$ cat src/rtl/fir9_pkg.sv
package fir9_pkg;
    parameter int SAMPLE_W = 8;
    parameter int GUARD_W  = 3;
    parameter int TAPS     = 9;
    localparam int ACC_W   = SAMPLE_W + GUARD_W;
    localparam int N_ADD   = 3;

    typedef logic signed [ACC_W-1:0] acc_t;

    typedef enum logic [2:0] {
        ST_IDLE = 3'd0,
        ST_S1   = 3'd1,
        ST_S2   = 3'd2,
        ST_S3   = 3'd3,
        ST_S4   = 3'd4
    } step_e;

    typedef struct packed {
        acc_t r1;
        acc_t r2;
        acc_t r3;
        acc_t r4;
    } regs_t;

    typedef struct packed {
        logic w1;
        logic w2;
        logic w3;
        logic w4;
        acc_t v1;
        acc_t v2;
        acc_t v3;
        acc_t v4;
    } wr_t;

    function automatic acc_t asr(input acc_t x, input int unsigned n);
        return x >>> n;
    endfunction
endpackage

$ cat src/rtl/fir9_history.sv
module fir9_history
    import fir9_pkg::*;
#(
    parameter int DEPTH = TAPS,
    parameter int W     = SAMPLE_W
) (
    input  logic                      clk,
    input  logic                      rst,
    input  logic                      shift,
    input  logic [W-1:0]              din,
    output logic [DEPTH-1:0][W-1:0]   taps
);
    always_ff @(posedge clk) begin
        if (rst)        taps[0] <= '0;
        else if (shift) taps[0] <= din;
    end

    for (genvar i = 1; i < DEPTH; i++) begin : g_stage
        always_ff @(posedge clk) begin
            if (rst)        taps[i] <= '0;
            else if (shift) taps[i] <= taps[i-1];
        end
    end
endmodule

$ cat src/rtl/fir9_step_ctrl.sv
module fir9_step_ctrl
    import fir9_pkg::*;
(
    input  logic  clk,
    input  logic  rst,
    input  logic  start,
    output step_e step,
    output logic  ready,
    output logic  done
);
    step_e nxt;

    always_comb begin
        unique case (step)
            ST_IDLE: nxt = start ? ST_S1 : ST_IDLE;
            ST_S1:   nxt = ST_S2;
            ST_S2:   nxt = ST_S3;
            ST_S3:   nxt = ST_S4;
            ST_S4:   nxt = ST_IDLE;
            default: nxt = ST_IDLE;
        endcase
    end

    always_ff @(posedge clk) begin
        if (rst) begin
            step <= ST_IDLE;
            done <= 1'b0;
        end else begin
            step <= nxt;
            done <= (step == ST_S4);
        end
    end

    assign ready = (step == ST_IDLE);


    step_order_chk: assert property (@(posedge clk) disable iff (rst)
        (step == ST_S1) |=> (step == ST_S2));
endmodule

$ cat src/rtl/fir9_alu_bank.sv
module fir9_alu_bank
    import fir9_pkg::*;
(
    input  step_e            step,
    input  acc_t [TAPS-1:0]  d,
    input  regs_t            r,
    output wr_t              wr
);
    acc_t [N_ADD-1:0] opa;
    acc_t [N_ADD-1:0] opb;
    acc_t [N_ADD-1:0] sum;
    acc_t             sub_a;
    acc_t             sub_b;
    acc_t             diff;

    always_comb begin
        opa   = '0;
        opb   = '0;
        sub_a = '0;
        sub_b = '0;
        unique case (step)
            ST_S1: begin
                opa[0] = d[1]; opb[0] = d[7];
                opa[1] = d[2]; opb[1] = d[6];
                opa[2] = d[3]; opb[2] = d[5];
            end
            ST_S2: begin
                opa[0] = d[0];  opb[0] = d[8];
                opa[1] = d[4];  opb[1] = asr(r.r1, 2);
                opa[2] = r.r3;  opb[2] = asr(r.r3, 2);
                sub_a  = r.r2;  sub_b  = asr(r.r2, 2);
            end
            ST_S3: begin
                opa[0] = asr(r.r1, 3); opb[0] = r.r2;
                sub_a  = r.r3;         sub_b  = r.r4;
            end
            ST_S4: begin
                opa[0] = r.r1; opb[0] = r.r4;
            end
            default: ;
        endcase
    end

    for (genvar k = 0; k < N_ADD; k++) begin : g_add
        assign sum[k] = opa[k] + opb[k];
    end
    assign diff = sub_a - sub_b;

    always_comb begin
        wr.v1 = sum[0];
        wr.v2 = sum[1];
        wr.v3 = sum[2];
        wr.v4 = diff;
        wr.w1 = (step != ST_IDLE);
        wr.w2 = (step == ST_S1) || (step == ST_S2);
        wr.w3 = (step == ST_S1) || (step == ST_S2);
        wr.w4 = (step == ST_S2) || (step == ST_S3);
    end
endmodule

$ cat src/rtl/fir9_shift_add.sv
module fir9_shift_add
    import fir9_pkg::*;
(
    input  logic                clk,
    input  logic                rst,
    input  logic                in_valid,
    input  logic [SAMPLE_W-1:0] in_sample,
    output logic                in_ready,
    output logic                out_valid,
    output logic [ACC_W-1:0]    out_sample
);
    logic                            accept;
    logic [TAPS-1:0][SAMPLE_W-1:0]   raw;
    acc_t [TAPS-1:0]                 dext;
    step_e                           step;
    regs_t                           r;
    wr_t                             wr;

    assign accept = in_valid && in_ready;

    fir9_history #(.DEPTH(TAPS), .W(SAMPLE_W)) u_hist (
        .clk(clk), .rst(rst), .shift(accept), .din(in_sample), .taps(raw)
    );

    for (genvar i = 0; i < TAPS; i++) begin : g_ext
        assign dext[i] = acc_t'($signed(raw[i]));
    end

    fir9_step_ctrl u_ctrl (
        .clk(clk), .rst(rst), .start(accept),
        .step(step), .ready(in_ready), .done(out_valid)
    );

    fir9_alu_bank u_alu (
        .step(step), .d(dext), .r(r), .wr(wr)
    );

    always_ff @(posedge clk) begin
        if (rst) begin
            r <= '0;
        end else begin
            if (wr.w1) r.r1 <= wr.v1;
            if (wr.w2) r.r2 <= wr.v2;
            if (wr.w3) r.r3 <= wr.v3;
            if (wr.w4) r.r4 <= wr.v4;
        end
    end

    assign out_sample = r.r1;


    accept_busy_chk: assert property (@(posedge clk) disable iff (rst)
        accept |=> !in_ready);

    busy_hold_chk: assert property (@(posedge clk) disable iff (rst)
        (in_valid && !in_ready) |=> $stable(raw));

    pulse_once_chk: assert property (@(posedge clk) disable iff (rst)
        out_valid |=> !out_valid);

    latency_chk: assert property (@(posedge clk) disable iff (rst)
        out_valid |-> $past(accept, 5));
endmodule

$ cat config.mk
export PLATFORM = sky130hd
export DESIGN_NAME = fir9_shift_add
export DESIGN_NICKNAME = d
export VERILOG_FILES = /design/src/rtl/fir9_pkg.sv /design/src/rtl/fir9_history.sv /design/src/rtl/fir9_step_ctrl.sv /design/src/rtl/fir9_alu_bank.sv /design/src/rtl/fir9_shift_add.sv
export SDC_FILE = /design/constraint.sdc
export NUM_CORES = 1
export LEC_CHECK = 0
export BUFFER_PORTS_ARGS = -buffer_cell sky130_fd_sc_hd__buf_2
export CORE_MARGIN = 2
export CORE_UTILIZATION = 48
export DETAILED_ROUTE_END_ITERATION = 7
export SLEW_MARGIN = 30
export SYNTH_ARGS = -nofsm -noshare
export SYNTH_HDL_FRONTEND = slang
export SYNTH_SLANG_ARGS = --single-unit
$ cat constraint.sdc
create_clock -name clk -period 3.8 [get_ports clk]
set_input_delay 0.38 -clock clk [delete_from_list [all_inputs] [get_ports clk]]
set_output_delay 0.38 -clock clk [all_outputs]
set_load 0.01 [all_outputs]
* Yosys cells after proc, flatten, opt, wreduce, memory -nomap -nowiden
Index checks and enable logic that the tools add are counted.
Word-level totals: flip-flop bits (word level) 120, latch bits 0, bits in writable memories 0, ROM bits 0, input port bits 11, output and inout bits 13, memories kept 0
Cells by class: add/subtract/negate cells 4, multipliers 0, divide/modulo/power cells 0, magnitude comparators 0, equality and inequality tests 4, shift-type cells 0, muxes and demuxes 8, bitwise logic cells 0, reduce and logical (&&, ||, !) cells 5
Operators by type and width (number):
- 11-bit one-hot mux with 4 select lines | 2
- 22-bit one-hot mux with 2 select lines | 2
- 11-bit one-hot mux with 2 select lines | 2
- 11-bit adder | 3
- 3-bit one-hot mux with 4 select lines | 1
- 11-bit subtractor | 1
- 3-bit by 2-bit == test with 1-bit output, second input constant | 2
- 3-bit by 1-bit == test with 1-bit output, second input constant | 1
- 3-bit == test, second input constant | 1
- 3-bit logical NOT | 1
- 3-bit nonzero test | 1
- 1-bit logical OR | 2
- 1-bit logical AND | 1
- 1-bit two-way mux | 1

* Longest topological paths before layout
depth in word-level cells 4, mapped depth 14, mapped depth without buffers 11

* Modules after synthesis
From an unflattened synthesis, not the netlist that was laid out.
Unflattened totals: cells, all modules 815, area, all modules 7369.6 sq um
Modules (own cells, without submodules):
- fir9_alu_bank | times used 1, cells an instance 418, area an instance 3012.9 sq um, seq. area each 0.0 sq um
- fir9_history | times used 1, cells an instance 232, area an instance 2580.0 sq um, seq. area each 1441.4 sq um
- fir9_shift_add | times used 1, cells an instance 153, area an instance 1645.3 sq um, seq. area each 880.8 sq um
- fir9_step_ctrl | times used 1, cells an instance 12, area an instance 131.4 sq um, seq. area each 80.1 sq um

* Worst setup path after synthesis
Ideal clock, no wire load.
kind reg2reg, from reg u_ctrl.step[2], to reg, netlist name out_sample[10], library setup time 0.079 ns, data arrival time 3.045 ns, required time 3.721 ns, setup slack 0.676 ns, stages on the path, launching flop included 13, path buffers 2, period minus slack after synthesis 3.124 ns, path through dfxtp_1 > buf_1 > nor2_1 > clkbuf_1 > a221o_1 > ha_1 > fa_1 > a211o_1 > a211oi_1 > o211ai_1 > nand2_1 > xnor2_1 > a211oi_2
On the way: longest elaborated chain between the ends 3
Ends and longest elaborated chain:
- start: declaration | RTL line fir9_step_ctrl.sv:7 | output step_e step,
- start signal: assignment | RTL line fir9_step_ctrl.sv:29 | step <= nxt;
- 3-bit == test, or another cell as far along | RTL line fir9_alu_bank.sv:21 | unique case (step)
- 11-bit one-hot mux with 4 select lines | RTL line fir9_alu_bank.sv:21
- 11-bit adder | RTL line fir9_alu_bank.sv:45 | assign sum[k] = opa[k] + opb[k];
Parallel ways exist; a longest one is shown, timed or not. A chain may end at the register's enable or synchronous reset.

* Worst setup path after layout
from reg u_ctrl.step[1], to reg, netlist name r[21]
On the way: longest elaborated chain between the ends 3
Ends and longest elaborated chain (RTL line):
- 3-bit by 2-bit == test with 1-bit output / 3-bit by 1-bit == test with 1-bit output (equally long branches) | fir9_alu_bank.sv:21, fir9_alu_bank.sv:56
- 22-bit one-hot mux with 2 select lines | fir9_alu_bank.sv:21
- 11-bit adder | fir9_alu_bank.sv:45
Parallel ways exist; a longest one is shown, timed or not.

==> summary by stage <==
Run status
The flow ran to the end, and the final reports show no timing, DRC or antenna violations.

Global routing
The initial antenna violation count is 0. The first global-routing pass estimated 31.2 mm of wire. After global routing the overflow that remains totals 0. The aggregate global-route resource usage is 24.8%. The number of global-route vias before repair is 5890. Entering global routing, the biggest net connects 77 pins.

STA
The final critical path takes up 90.8% of the cycle. The tightest hold path in the finished design has a slack of 0.186 ns. The number of max-slew violations in the final report came to 0. The worst pin sits at a relative slew slack of 43.8%.

Adding up every negative setup slack in the final design gives 0 ns. The maximum achievable frequency is 290 MHz. The number of failing hold endpoints at the final stage is 0. The count of endpoints failing setup in the final report is 0. The final clock skew is 0.0128 ns. Subtracting the final worst setup slack from the clock period gives 3.45 ns.

Setup repair after global routing left no endpoint under its margin. The slew at the pin with the worst max-slew slack is 0.843 ns.

Pwr
In this run switching power makes up 28.8% of total power. The switching power summed over all nets is 0.993 mW. The sequential cell fraction of total power is 39.4%. The fraction of power consumed by combinational cells is 12.5%. VDD sags by at most 0.322 mV. Cell internal power was estimated by the tool at 2.45 mW. The clock network accounts for 48.1% of the total power. Power spread over the standard cell area amounts to 441 nW/um^2. The cell leakage power is 3.09 nW.

Logic synthesis
The number of nets in the synthesized netlist is 940. Counting distinct cell types in the post-synthesis netlist gives 63. Yosys attributes the largest share of cell area to sky130_fd_sc_hd__dfxtp_1 (34%), sky130_fd_sc_hd__nand2_1 (12%), sky130_fd_sc_hd__a21oi_1 (8.2%). The number of synthesized flops with an enable pin is 0. Of all cell types, the one taking the most synthesized area is sky130_fd_sc_hd__dfxtp_1. The post-synthesis register bit count is 120. The share of the synthesized area in the top cell type is 34.1%.

The share of async-settable or async-resettable flops after synthesis is 0%. The cell area that synthesis handed to floorplanning was 7050 um^2. Sequential cells were found to cover 34.1% of the synthesized design area.

The average instance in the mapped netlist occupies 7.95 um^2. For this run, the leading register cell type out of synthesis is sky130_fd_sc_hd__dfxtp_1. Yosys printed 0 warnings.

Synthesis produced 886 cells.

Worst setup path
The worst register-to-register path begins at u_ctrl.step[1]$_SDFF_PP0_. The kind of start point of the critical path is a flop. The type of the worst setup path is flop to flop.

The worst setup path is captured at a flop. Across all register-to-register paths, the minimum setup slack is 0.35 ns. Data arrives at the worst endpoint at 3.76 ns. STA puts the critical path data required time at 4.11 ns. The critical path starts at u_ctrl.step[1]$_SDFF_PP0_. The endpoint of the most critical register-to-register path is r[21]$_SDFFE_PP0P_. Counting cells, the worst reg-to-reg path comes to 12.

Of all nets on the critical path, the largest fanout is 17.

Die
The die is 125 um wide. The chip height is 125 um. During I/O placement, the number of pins put on the boundary was 24.

For this configuration, the core starts out at a cell density of 48.9%. The area of the die is 15700 um^2. The number of placement rows is 44. The area of the core region is 14400 um^2.

Placed design
The HPWL after detailed placement is 13.5 mm. The number of I/O port buffers is 23. The congestion estimate from routability-driven global placement came to 0.889. The cell count after placement is 1039.

Clocking
The clock tree from TritonCTS is built. The total number of H-tree levels is 4. For this design, the CTS-stage hold fixing added 0 buffers. After clock tree synthesis, the clock-pin slew on the worst setup and hold paths is 0.06 ns. Once the clock tree was built, the setup fixing pass inserted 0 buffers.

The tree is rooted in a sky130_fd_sc_hd__clkbuf_16. TritonCTS created 17 clock buffers. Counting every sink on the clock net gives 120. The quantity of gates resized following cts is 0.

The clock insertion delay at the later pin of the skew report is 0.43 ns. The clock passes through at most 2 buffers.

Detailed routing
The count of vias placed by the detailed router is 6379. After detailed routing, the number of remaining DRC violations is 0. The first routing iteration left 573 violations.

The number of detailed-route iterations in the first pass is 5. Once detail routing completed, the nets flagged for antenna violations numbered 0. The routed wirelength normalized by instance count is 18.1 um. The post-detailed-routing wire length is 19.3 mm. The mean number of vias per cell is 5.96.

Layout
For this run, the post-layout net count is 928. The post-route netlist has 10.7% of its cells at a drive strength greater than 1. For this run, the share of the core covered by cells in the final layout is 54.2%. The area growth from synthesis to layout is 10.8%. The number of antenna diodes in the final layout is 0. The post-route non-filler standard cell count is 1071.

The library cell used most frequently in the layout, excluding fill and tap cells, is sky130_fd_sc_hd__nand2_1. The number of filler cells placed in the layout is 1354. The library cells used most frequently in the layout, excluding fill and tap cells, are sky130_fd_sc_hd__nand2_1 (217), sky130_fd_sc_hd__dfxtp_1 (119), sky130_fd_sc_hd__a21oi_1 (116).

Hold path
The min-delay analysis places its worst path in the category input port to flop. The worst hold path begins at in_sample[3]. The end point of the worst hold path is u_hist.taps[3]$_SDFFE_PP0P_. The worst hold path was traced through 3 stages.

Flow run
The max-cap violation count is 0.
sequential cells by signal, indices dropped and copies added, names as in the netlist:
register / flops
u_hist.taps: 72
u_ctrl.done: 1
out_sample: 11
u_ctrl.step: 3
r: 33
worst max-delay path, cell delays in order, from the launching register on:
cell and delay [ns]:
sky130_fd_sc_hd__dfxtp_1 0.69, sky130_fd_sc_hd__nand2b_1 0.30, sky130_fd_sc_hd__nor2_4 0.08, sky130_fd_sc_hd__buf_4 0.20
sky130_fd_sc_hd__a22o_1 0.20, sky130_fd_sc_hd__ha_1 0.23, sky130_fd_sc_hd__fa_1 0.41, sky130_fd_sc_hd__a21o_1 0.18
sky130_fd_sc_hd__a21oi_1 0.29, sky130_fd_sc_hd__o221ai_1 0.25, sky130_fd_sc_hd__a31oi_1 0.30, sky130_fd_sc_hd__a2111o_1 0.14
sky130_fd_sc_hd__nand3_1 0.07
how the worst max path moves through the flow:
stage / end
2_1_floorplan: out_sample[10]$_SDFFE_PP0N_
3_3_place_gp: out_sample[10]$_SDFFE_PP0N_
3_5_place_dp: r[21]$_SDFFE_PP0P_
4_1_cts: r[21]$_SDFFE_PP0P_
5_1_grt: r[18]$_SDFFE_PP0P_
6_report: r[21]$_SDFFE_PP0P_
layout make-up:
type | count | area (um^2) | area share, %
clock buffers | 20 | 467 | 5.97
clock inverters | 12 | 141 | 1.81
inverters | 12 | 45.0 | 0.577
multi-input cells | 684 | 4260 | 54.6
flip-flops and latches | 120 | 2400 | 30.8
well taps | 184 | 230 | 2.95
repair buffers | 39 | 263 | 3.36
layer usage:
| metal | vias up | GRT usage (%) | wire length, um |
|---|---|---|---|
| li1 | 3140 | - | - |
| met1 | 3024 | 34.4 | 9150 |
| met2 | 188 | 39.2 | 8810 |
| met3 | 27 | 3.85 | 987 |
| met4 | 0 | 8.89 | 395 |
| met5 | - | 0 | 0 |
power by group through the flow:
stage / Clock [mW] / Combinational [mW] / Sequential, mW
final: 1.66 / 0.432 / 1.36
after global routing: 1.73 / 0.474 / 1.36
after CTS: 1.68 / 0.434 / 1.36
after detailed placement: 0 / 0.431 / 1.38
after global placement: 0 / 0.422 / 1.38
after floorplan: 0 / 0.349 / 1.35
metrics by stage:
| stage | worst slack (ns) | instance area, um^2 | power (mW) |
|---|---|---|---|
| 6_report | 0.350 | 7810 | 3.45 |
| 5_1_grt | 0.145 | 7810 | 3.56 |
| 4_1_cts | 0.438 | 7810 | 3.47 |
| 3_5_place_dp | 0.441 | 7200 | 1.82 |
| 3_3_place_gp | 0.573 | 7200 | 1.80 |
| 2_1_floorplan | 0.676 | 7050 | 1.70 |
kinds of logic (layout without fill, tap and decap cells):
| logic type | Yosys count | in the layout | synth area share, % |
|---|---|---|---|
| compound gates | 273 | 273 | 26.0 |
| fa+ha+maj | 43 | 43 | 8.06 |
| mux | 21 | 21 | 3.16 |
| buf+inv | 82 | 83 | 5.66 |
| xor+xnor | 15 | 15 | 1.86 |
| simple gates | 332 | 332 | 21.2 |
| flops | 120 | 120 | 34.1 |
cell usage after synthesis (all sizes together) (10+ instances only):
cell type	instances
dfxtp	120
a211oi	15
a21o	15
clkbuf	37
inv	12
mux2i	11
nand3b	14
ha	39
a22o	38
a21oi	118
buf	33
nand2	218
mux2	10
o21ai	19
nor2	35
a221o	12
(Power assumes the default switching activity.)
